<file path="src/rtl/maskbank_pkg.sv">
package maskbank_pkg;
  localparam int CTRL_WORDS = 7;
  localparam int IDX_W = $clog2(CTRL_WORDS);

  typedef struct packed {
    logic [CTRL_WORDS-1:0] wrEn;
    logic                  rdCtrl;
    logic                  rdStatus;
    logic [IDX_W-1:0]      rdIdx;
  } bankStrobe_t;
endpackage

</file>
<file path="src/rtl/maskbank_decode.sv">
module maskbank_decode
  import maskbank_pkg::*;
#(
  parameter int AddrW = 8,
  parameter int StatusWord = 8
) (
  input  logic [AddrW-1:0] busAddr,
  input  logic             busWrite,
  input  logic             busRead,
  output bankStrobe_t      strobe
);
  localparam int WordW = AddrW - 2;

  logic [WordW-1:0] wordIdx;
  logic aligned;
  logic ctrlHit;

  assign wordIdx = busAddr[AddrW-1:2];
  assign aligned = (busAddr[1:0] == 2'b00);
  assign ctrlHit = aligned && (wordIdx < WordW'(CTRL_WORDS));

  for (genvar i = 0; i < CTRL_WORDS; i++) begin : g_wr
    assign strobe.wrEn[i] = busWrite && aligned && (wordIdx == WordW'(i));
  end

  assign strobe.rdCtrl   = busRead && ctrlHit;
  assign strobe.rdStatus = busRead && aligned && (wordIdx == WordW'(StatusWord));
  assign strobe.rdIdx    = wordIdx[IDX_W-1:0];
endmodule

</file>
<file path="src/rtl/maskbank_store.sv">
module maskbank_store
  import maskbank_pkg::*;
#(
  parameter int HalfW = 16,
  parameter int CalDoneBit = 6,
  parameter int DllRdyBit = 5
) (
  input  logic              clk,
  input  logic              rstN,
  input  bankStrobe_t       strobe,
  input  logic [2*HalfW-1:0] busWdata,
  input  logic              calDoneIn,
  input  logic              dllReadyIn,
  output logic [HalfW-1:0]  ctrlLo [CTRL_WORDS],
  output logic [2*HalfW-1:0] busRdata
);
  localparam int FullW = 2 * HalfW;

  logic [HalfW-1:0] wrMask;
  logic [HalfW-1:0] wrVal;
  logic [FullW-1:0] statusWord;

  assign wrMask = busWdata[FullW-1:HalfW];
  assign wrVal  = busWdata[HalfW-1:0];

  for (genvar i = 0; i < CTRL_WORDS; i++) begin : g_reg
    always_ff @(posedge clk or negedge rstN) begin
      if (!rstN) begin
        ctrlLo[i] <= '0;
      end else if (strobe.wrEn[i]) begin
        ctrlLo[i] <= (ctrlLo[i] & ~wrMask) | (wrVal & wrMask);
      end
    end
  end

  always_comb begin
    statusWord = '0;
    statusWord[CalDoneBit] = calDoneIn;
    statusWord[DllRdyBit]  = dllReadyIn;
  end

  always_ff @(posedge clk or negedge rstN) begin
    if (!rstN) begin
      busRdata <= '0;
    end else if (strobe.rdCtrl) begin
      busRdata <= {{HalfW{1'b0}}, ctrlLo[strobe.rdIdx]};
    end else if (strobe.rdStatus) begin
      busRdata <= statusWord;
    end else begin
      busRdata <= '0;
    end
  end
endmodule

</file>
<file path="src/rtl/mask_reg_bank.sv">
module mask_reg_bank
  import maskbank_pkg::*;
#(
  parameter int AddrW = 8,
  parameter int HalfW = 16,
  parameter int StatusWord = 8,
  parameter int PhyWord = 6,
  parameter int ClkWord = 0,
  parameter int PwrBit = 0,
  parameter int DllBit = 1,
  parameter int DriveLsb = 4,
  parameter int DriveW = 3,
  parameter int FreqLsb = 12,
  parameter int FreqW = 2,
  parameter int CalDoneBit = 6,
  parameter int DllRdyBit = 5
) (
  input  logic              clk,
  input  logic              rstN,
  input  logic [AddrW-1:0]  busAddr,
  input  logic [2*HalfW-1:0] busWdata,
  input  logic              busWrite,
  input  logic              busRead,
  output logic [2*HalfW-1:0] busRdata,
  input  logic              calDoneIn,
  input  logic              dllReadyIn,
  output logic              pwrUp,
  output logic              dllEnable,
  output logic [FreqW-1:0]  freqSel,
  output logic [DriveW-1:0] driveCode
);
  bankStrobe_t strobe;
  logic [HalfW-1:0] ctrlLo [CTRL_WORDS];

  maskbank_decode #(.AddrW(AddrW), .StatusWord(StatusWord)) u_decode (
    .busAddr (busAddr),
    .busWrite(busWrite),
    .busRead (busRead),
    .strobe  (strobe)
  );

  maskbank_store #(.HalfW(HalfW), .CalDoneBit(CalDoneBit), .DllRdyBit(DllRdyBit)) u_store (
    .clk       (clk),
    .rstN      (rstN),
    .strobe    (strobe),
    .busWdata  (busWdata),
    .calDoneIn (calDoneIn),
    .dllReadyIn(dllReadyIn),
    .ctrlLo    (ctrlLo),
    .busRdata  (busRdata)
  );

  assign pwrUp     = ctrlLo[PhyWord][PwrBit];
  assign dllEnable = ctrlLo[PhyWord][DllBit];
  assign driveCode = ctrlLo[PhyWord][DriveLsb +: DriveW];
  assign freqSel   = ctrlLo[ClkWord][FreqLsb +: FreqW];
endmodule

</file>
<file path="config.mk">
export PLATFORM = sky130hd
export DESIGN_NAME = mask_reg_bank
export DESIGN_NICKNAME = d
export VERILOG_FILES = /design/src/rtl/maskbank_pkg.sv /design/src/rtl/maskbank_decode.sv /design/src/rtl/maskbank_store.sv /design/src/rtl/mask_reg_bank.sv
export SDC_FILE = /design/constraint.sdc
export NUM_CORES = 1
export LEC_CHECK = 0
export ABC_AREA = 1
export BUFFER_PORTS_ARGS = -buffer_cell sky130_fd_sc_hd__buf_2
export CAP_MARGIN = 20
export CELL_PAD_IN_SITES_DETAIL_PLACEMENT = 0
export CELL_PAD_IN_SITES_GLOBAL_PLACEMENT = 1
export CORE_UTILIZATION = 46
export CTS_CLUSTER_SIZE = 16
export DETAILED_ROUTE_END_ITERATION = 7
export PLACE_DENSITY = 0.93
export RECOVER_POWER = 100
export SETUP_SLACK_MARGIN = 0.4
export SYNTH_ARGS = -nofsm -noshare
export SYNTH_HDL_FRONTEND = slang
export SYNTH_HIERARCHICAL = 1
export SYNTH_SLANG_ARGS = --single-unit
</file>
<file path="constraint.sdc">
create_clock -name clk -period 1.8 [get_ports clk]
set_input_delay 0.09 -clock clk [delete_from_list [all_inputs] [get_ports clk]]
set_output_delay 0.09 -clock clk [all_outputs]
set_load 0.03 [all_outputs]
</file>
After elaboration in Yosys (flattened, before gate mapping)
Index checks and enable logic that the tools add are counted.

Bits in registers: 144. Bits of input ports: 46. Output and inout port bits: 39. Word-level logic and storage cells: 53.

Magnitude comparators: 2. Equal/unequal tests: 7. Mux-type cells: 5. Bitwise logic cells: 17. Reduce and logical (&&, ||, !) cells: 14.

Operators by type and width (number): $and 16x16->16 (8); $or 16x16->16 (7); $bmux 16 s3 (1); $mux 16 (3); $eq 6x3->1 const B (3); $not 16->16 (1); $eq 6x2->1 const B (2); $logic_and 1x1->1 (12); $mux 7 (1); $eq 6x1->1 const B (1); $eq 6x4->1 const B (1); $logic_not 6->1 (1); $lt 6x3->1 const B (1); $ge 4x4->1 const B (1); $not 3->4 (1); $logic_not 2->1 (1).

Depth between registers and ports, before layout
Gate-level depths: netlist (run 1).

Depth after elaboration: 5. Depth in mapped cells: 9. Gate-level depth less buffers: 8.

By module
The synthesis (run 1) kept the hierarchy.

Modules (own cells, without submodules): maskbank_store (instances 1, cells an instance 726, area an instance 6039.5 um^2, sequential area each 3203.1 um^2); maskbank_decode (instances 1, cells an instance 36, area an instance 173.9 um^2, sequential area each 0.0 um^2).

Least setup slack after synthesis (run 1)
No wires, ideal clock.

Path type: input to register. From: input port busAddr[1]. To: register with a tool-made name. Library setup time: 0.082 ns. Arrival: 1.091 ns. Path slack: 0.627 ns. Stages on the path: 6. Buffers on the path: 1. Path through: nor3b_2 nand2_1 nor2_1 clkbuf_1 a21oi_1 a31oi_1.

RTL lines: from (decl) (line mask_reg_bank.sv:20) `input logic [AddrW-1:0] busAddr,`.

==> results of run 1 <==
[per-layer routing]
layer  routed length [microns]  part of all wire  track usage
met1                      6830              0.41        0.317
met2                      8130              0.49        0.427
met3                      1220             0.074       0.0536
met4                       293             0.018       0.0962
met5                         0                 0            0
[placed cells by master, fill, tap and decap left out, types with 2 or more instances in the layout]
| master | synthesis | layout |
|---|---|---|
| nor2_1 | 71 | 68 |
| clkbuf_8 | 0 | 4 |
| clkbuf_2 | 0 | 7 |
| buf_2 | 9 | 41 |
| or2_1 | 4 | 4 |
| inv_1 | 30 | 30 |
| clkbuf_16 | 0 | 17 |
| bufinv_16 | 0 | 7 |
| clkbuf_1 | 43 | 30 |
| nand3_1 | 28 | 29 |
| buf_4 | 23 | 11 |
| nor2_2 | 0 | 3 |
| conb_1 | 1 | 16 |
| dfrtp_1 | 128 | 128 |
| nand2_1 | 170 | 170 |
| a21oi_1 | 126 | 126 |
| dlygate4sd3_1 | 0 | 3 |
| clkinv_2 | 0 | 2 |
| or2_0 | 10 | 10 |
| buf_12 | 0 | 5 |
| a31oi_1 | 112 | 112 |
[power groups by stage]
| stage | Sequential, uW | Clock, uW | Combinational (uW) |
|---|---|---|---|
| finish | 3070 | 4110 | 681 |
| global route | 3080 | 4310 | 764 |
| CTS | 3070 | 4160 | 687 |
| detailed placement | 3120 | 0 | 676 |
| global placement | 3110 | 0 | 657 |
| floorplan | 3120 | 0 | 442 |
[how the worst max path moves through the flow]
stage	startpoint	to	slack, ps	cells past startpoint
finish	busAddr[7]	flop	460	7
global route	busAddr[7]	flop	360	7
CTS	flop	driveCode[1]	680	1
detailed placement	busAddr[1]	flop	360	7
global placement	busAddr[1]	flop	430	7
floorplan	busAddr[1]	flop	630	6
[final cells by class]
type	instances	area, sq um	area share
Sequential cell	128	3200	0.434
Tap cell	176	220	0.0298
Multi-Input combinational cell	541	2570	0.348
Timing Repair Buffer	96	562	0.0761
Clock inverter	10	228	0.0309
Clock buffer	22	484	0.0656
Inverter	31	116	0.0158
[repair_timing]
action	4_1_cts	5_1_grt
hold buffers	3	0
hold endpoints to repair	48	0
setup endpoints to repair	0	0
resized for setup	0	0
[kinds of logic after synthesis]
kind of cell | after synthesis
AOI/OAI and AO/OA | 238
DFF | 128
other | 1
buffers and inverters | 108
and+or+nand+nor | 287
[per-stage QoR]
stage / total power [uW] / hold WS, ps
after floorplan: 3560 / -206
after global placement: 3770 / 58.6
after detailed placement: 3790 / 60.9
after CTS: 7920 / 25.3
after global routing: 8150 / 53.1
final: 7860 / 41.8
==> reports/results.ini, run 1 <==
[floorplan]
ios = 85
fp.dieW_microns = 118
die_h_microns = 118
die-area_sq_um = 14000
start_util = 0.471
fp-row-count = 42
core_sq_um = 13200

[power]
switchingPower_uw = 1770
combPwrFrac = 0.087
seqPwrFrac = 0.391
ir_drop_uv = 690
p_int_uw = 6090
sw_frac_of_total = 0.225
power_density_nw_per_um2 = 1070
p_leak_uw = 0.00351
p_clk_frac = 0.523

[hold_path]
worstHoldPathCells = 2
hp-class = input port to flop
min_from = busWdata[25]

[sta]
worst_pin_slew_ps = 852
timing.final.ws_setup_ps = 461
setup_viol_count_final = 0
finalHoldViolations = 0
period_minus_slack_ps = 1340
finalMaxSlewViolations = 0
clock_skew_ps = 3.32
fin_crit_sh = 0.744
clock.fmax_mhz = 747
rsz0062_at_grt = false
relSlewSlack = 0.432
setup_tns_ps = 0

[place]
gp_congestion = 0.796
dp_hpwl_mm = 9.99
dp_slack_ps = 357
post_dp_cell_area_sq_um = 6750
post-place-cells = 969
port_buffers = 68

[logic_synthesis]
async_reset_ff_frac = 1.00
synthTopCellsByCount = 170 x nand2_1, 128 x dfrtp_1, 126 x a21oi_1
synth_edf_count = 0
postSynthCellCount = 762
yosysWarnings = 6
muxShareOfSynthArea = 0
synthTopCellsByArea = dfrtp_1 52%, a31oi_1 11%, nand2_1 10%
yosysUniqueCellTypes = 19
post-synth-top-count-cell = nand2_1
synth-seq-area-share = 0.516
synth.top_cell.area_share = 0.516
synthAdderAreaFrac = 0
netlist_area_sq_um = 6210
ys.flop_type = dfrtp_1
synth_seq_cells = 128
synth_xor_area_frac = 0
avgSynthCellArea_sq_um = 8.15
synth_top_family_by_area = compound AO/OA/AOI/OAI gates
synth-compound-area-share = 0.214
yosys.area_share.simple = 0.189
yosysTopAreaCell = dfrtp_1

[critical_path]
r2r_cells = 5
reg2reg_to = u_store/busRdata[7]
critPathKind = input port to flop
crit_family = buffers and inverters
cp-start-kind = input port
crit_fanout = 32
max_stage_delay_ps = 650
path_cells = clkbuf_1 > nor2_4 > nand3_1 > nor2_2 > clkbuf_2 > a21oi_1 > a31oi_1
required_ps = 2130
worstPathArrival_ps = 1670
critPathSlowestCell = clkbuf_2
rrSetupSlack_ps = 810
end_kind = flop
worst-path-buf-inv = 2

[cells_and_area]
drive_above_1_share = 0.122
layout.cells.non_filler = 1004
diodes = 0
fin_nets = 861
utilization = 0.559
fillers = 1213
area_growth_syn_to_layout_pct = 18.8
finalInstanceArea_sq_um = 7380

[clock_network]
cts_tree = yes
cts_root_buf = clkbuf_16
post_cts_buffers = 0
clock_latency_ps = 420
cts.sinks = 128
htreeDepth = 4
clk_pin_slew_ps = 60
clock_path_buffers = 2
numCtsBuffers = 17

[routing]
drc = 0
drt_wl_total_mm = 16.5
via_per_inst = 5.64
wl_per_cell_microns = 16.4
dr.pass1.iters = 6
ant_nets = 0
drt_iter0_markers = 473
vias = 5666

[global_route]
grt_pass1_wl_mm = 27.5
grt_pass1_vias = 5508
antenna_found_initial = 0
grt_overflow = 0
gr-usage-all-layers = 0.252
grt_start_max_net_pins = 41

[run]
maxCapViolations = 0

[status]
status = finished clean

No activity file was read; power rests on OpenSTA's default activity.
==> run 2: changes to the inputs <==
- ABC_AREA: 1 -> 0
- PLACE_DENSITY: 0.93 -> 0.87
- clock period: 1.8 -> 1.3 ns (I/O delays scaled with it)
==> reports/results.ini, run 2 <==
[cells_and_area]
drive_above_1_share = 0.485
area_growth_syn_to_layout_pct = 31.6
mostFrequentLayoutCell = dfrtp_1
fin_nets = 674
layout.cells.non_filler = 818
final_cell_mix = 124 x dfrtp_1, 83 x nand2_1, 77 x mux2_2, 41 x buf_2, 33 x mux2_4

[floorplan]
core_sq_um = 13200
die-area_sq_um = 13900
ios = 85
fp.dieW_microns = 118
die_h_microns = 118
start_util = 0.469
fp-row-count = 42

[run]
maxCapViolations = 0

[routing]
ant_nets = 0
drc = 0
dr.pass1.iters = 4
drt_iter0_markers = 207
drt_wl_total_mm = 15.4
vias = 4395
wl_per_cell_microns = 18.9
via_per_inst = 5.37

[logic_synthesis]
synthTopCellsByArea = dfrtp_1 52%, mux2_2 19%, nand2_1 6.9%
netlist_area_sq_um = 6190
synthTopCellsByCount = 128 x dfrtp_1, 114 x nand2_1, 104 x mux2_2
yosysTopAreaCell = dfrtp_1
synth-seq-area-share = 0.517
avgSynthCellArea_sq_um = 12.1
synth_edf_count = 0
yosysWarnings = 6
synth_seq_cells = 128
yosysUniqueCellTypes = 34
post-synth-top-count-cell = dfrtp_1
postSynthCellCount = 510
async_reset_ff_frac = 1.00
ys.flop_type = dfrtp_1
synth.top_cell.area_share = 0.517

[sta]
worst_pin_slew_ps = 842
finalMaxSlewViolations = 0
rsz0062_at_grt = true
period_minus_slack_ps = 1300
setup_viol_count_final = 1
relSlewSlack = 0.438
finalHoldViolations = 0
clock.fmax_mhz = 767
clock_skew_ps = 5.82
timing.final.ws_setup_ps = -3.61
fin_crit_sh = 1.00

[critical_path]
r2r_cells = 3
critPathKind = input port to flop
reg2reg_to = u_store/busRdata[11]
cp-start-kind = input port
cp-startpoint = busAddr[4]
rrSetupSlack_ps = 20
worstPathArrival_ps = 1600
crit_fanout = 6
end_kind = flop
required_ps = 1600

[place]
port_buffers = 68
dp_slack_ps = -495
post-place-cells = 759
dp_hpwl_mm = 9.82
gp_congestion = 0.780

[global_route]
grt_pass1_wl_mm = 24.5
grt_pass1_vias = 4713
antenna_found_initial = 1
grt_start_max_net_pins = 34
gr-usage-all-layers = 0.230
grt_overflow = 0

[clock_network]
clk_pin_slew_ps = 50
clock_path_buffers = 2
clock_latency_ps = 420
cts_root_buf = clkbuf_16
cts_tree = yes
cts.sinks = 128
htreeDepth = 4
numCtsBuffers = 17

[hold_path]
hp-class = input port to flop
worstHoldPathCells = 2
min_from = busWdata[7]

[status]
status = finished, violations left
violations = negative setup slack

[power]
ir_drop_uv = 996
total_power_uw = 9630
p_leak_uw = 0.00406
power_density_nw_per_um2 = 1180

run 2: changes by cell type after synthesis, moves of 14 or more:
cell       change
a31oi_1      -112
a21oi_1      -108
a2bb2oi_1     +14
nand2_1       -56
mux2i_1       +20
clkbuf_1      -31
inv_1         -30
nor2_1        -70
mux2_2       +104
nand3_1       -27
run 2: logic make-up (layout without fill, tap and decap cells):
family / after synthesis / count (layout) / share of synthesized area
other cells: 1 / 17 / 0.000606
simple gates: 137 / 137 / 0.0927
buf+inv: 48 / 164 / 0.0499
mux: 146 / 146 / 0.288
compound gates: 50 / 50 / 0.0513
flops: 128 / 128 / 0.517
run 2: through the flow:
stage	area, sq um	utilization	TNS [ps]	hold WS (ps)
finish	8150	0.618	-3.61	12.2
global route	8140	0.617	-43.8	16.9
CTS	8100	0.614	0	1.25
detailed placement	6930	0.525	-45060	46.8
global placement	6930	0.525	-42310	40.6
floorplan	6330	-	-17640	-231
run 2: power breakdown:
group	switching, uW	internal (uW)
combinational	475	343
sequential	52.7	4080
clock	1650	3030
total	2180	7460
run 2: metal layers:
layer / vias to the layer above / global-route usage / wire [microns]
li1: 2011 / - / -
met1: 2253 / 0.298 / 6940
met2: 109 / 0.379 / 7680
met3: 22 / 0.0606 / 594
met4: 0 / 0.0665 / 204
met5: - / 0 / 0
run 2: worst max path at each step:
stage                      end  slack [ps]
after global placement    flop        -460
after CTS                 flop          50
after floorplan           flop        -220
after global routing      flop          -9
after detailed placement  flop        -500
final                     flop          -4
run 2: what timing repair did:
action,4_1_cts,5_1_grt
setup endpoints to repair,151,151
setup buffers,3,5
hold buffers,17,0
pin swaps,8,4
endpoints found under the hold margin,216,0
cloned,1,0
gates resized for setup,114,84
run 2: critical path, cell delays in order:
cell and delay (ps):
buf_6 90, or4_4 620, nor3_4 280, buf_6 190
nand2_2 60, mux2_4 290
run 2: area by class of cell:
cell class                      instances  area, sq um
Antenna cell                            1         2.50
Fill cell                            1040         5040
Sequential cell                       128         3210
Clock buffer                           28          547
Timing Repair Buffer                  132          983
Multi-Input combinational cell        349         3140
Tap cell                              176          220
Clock inverter                          4         45.0
==> run 3: changes to the inputs <==
- BUFFER_PORTS_ARGS: -buffer_cell sky130_fd_sc_hd__buf_2 -> default
- CORE_UTILIZATION: 46 -> 51
- DONT_BUFFER_PORTS: default -> 1
==> reports/results.ini, run 3 (same netlist as run 2, synthesis figures left out) <==
[status]
status = finished, violations left
violations = design-rule violations, negative hold slack

[clock_network]
cts_root_buf = clkbuf_16
cts_tree = yes
numCtsBuffers = 17
cts.sinks = 128
clk_pin_slew_ps = 60
clock_path_buffers = 2
htreeDepth = 4
clock_latency_ps = 420

[critical_path]
worstPathArrival_ps = 1550
end_kind = flop
required_ps = 1610
r2r_cells = 3
critPathKind = input port to flop
crit_fanout = 16
cp-start-kind = input port

[cells_and_area]
layout.cells.non_filler = 711
mostFrequentLayoutCell = dfrtp_1
fillers = 887
diodes = 0
final_cell_mix = 124 x dfrtp_1, 104 x mux2_2, 98 x nand2_1, 31 x dlygate4sd3_1, 19 x mux2i_1
fin_nets = 601
drive_above_1_share = 0.384
utilization = 0.648
area_growth_syn_to_layout_pct = 21.5
finalInstanceArea_sq_um = 7530

[floorplan]
ios = 85
die_h_microns = 112
start_util = 0.533
fp.dieW_microns = 112
fp-row-count = 39
core_sq_um = 11600
die-area_sq_um = 12600

[sta]
holdWs_ps = -660
clock_skew_ps = 8.81
clock.fmax_mhz = 806
finalMaxSlewViolations = 0
timing.final.ws_setup_ps = 59.8
finalHoldViolations = 151
setup_viol_count_final = 0
rsz0062_at_grt = true
period_minus_slack_ps = 1240
fin_crit_sh = 0.954

[place]
post-place-cells = 640
dp_slack_ps = -303
post_dp_cell_area_sq_um = 6370
gp_congestion = 0.742
dp_hpwl_mm = 8.57
port_buffers = 0

[routing]
drc = 6
vias = 4159
wirelength_met1_mm = 6.27
wl_met2_mm = 7.73
drt_wl_total_mm = 14.9
dr.pass1.iters = 6
drt_iter0_markers = 206
routed.top_layer = met4
via_per_inst = 5.85
ant_nets = 0
dr_wl_met3_microns = 682
wl_per_cell_microns = 20.9

[global_route]
gr-usage-all-layers = 0.247
grt_pass1_wl_mm = 23.4
grt_overflow = 0
grt_start_max_net_pins = 129
antenna_found_initial = 0
grt_pass1_vias = 4444

[power]
p_leak_uw = 0.00356
ir_drop_uv = 1290
total_power_uw = 9760
power_density_nw_per_um2 = 1300

[run]
maxCapViolations = 0

[hold_path]
hp-class = input port to asynchronous set/reset pin

-- run 3: changes by cell type in the layout (fill, tap and decap cells not counted), sizes merged --
cell / previous run / this run
clkinv: 3 / 5
clkinvlp: 0 / 4
diode: 1 / 0
clkbuf: 53 / 30
bufinv: 1 / 4
buf: 90 / 17
dlygate4sd3: 17 / 31
-- run 3: final cells by class --
type                       count  area [sq um]  share of cell area
multi-input combinational    349          2910               0.387
clock inverter                13           186              0.0248
clock buffer                  19           453              0.0602
sequential                   128          3210               0.426
timing repair buffer          59           588              0.0781
tap                          143           179              0.0238
-- run 3: power breakdown --
group          switching [uW]  leakage (uW)  internal [uW]
sequential               54.4       0.00177           4080
clock                    1810      0.000301           3310
combinational             265       0.00149            239
total                    2130       0.00356           7630
-- run 3: per-stage QoR --
step,TNS (ps),hold slack [ps]
global route,0,-682
global placement,-23360,-227
finish,0,-660
floorplan,-17640,-231
detailed placement,-26210,-228
CTS,0,-673
-- run 3: routing by layer --
metal  global-route usage  up-vias
met5                    0        -
met4               0.0951        0
met3               0.0664       24
met2                0.425      116
met1                0.297     2158
li1                     -     1861
-- run 3: worst paths after layout --
kind / from / end / slack (ps)
max in group asynchronous: rstN / asynchronous set/reset pin / 1720
worst min register to register: flop / flop / 500
worst min-delay path: rstN / asynchronous set/reset pin / -660
worst max register to register: flop / u_store/busRdata[12] / 80
min in group clk: busAddr[4] / u_store/busRdata[12] / -270
worst max-delay path: busAddr[6] / flop / 60
-- run 3: worst max-delay path, cell delays in order --
cell and delay [ps]:
or4b_4 540, clkbuf_1 180, nor3_4 160, buf_12 180, nand2_1 80, mux2_1 330
-- run 3: timing repair --
action                                  CTS  global route
gates cloned                              1             2
pin swaps                                 8            11
hold buffers                             30             1
buffers inserted                          1             4
hold endpoints to repair                256           158
endpoints found under the setup margin  151           151
resized for setup                        45            49
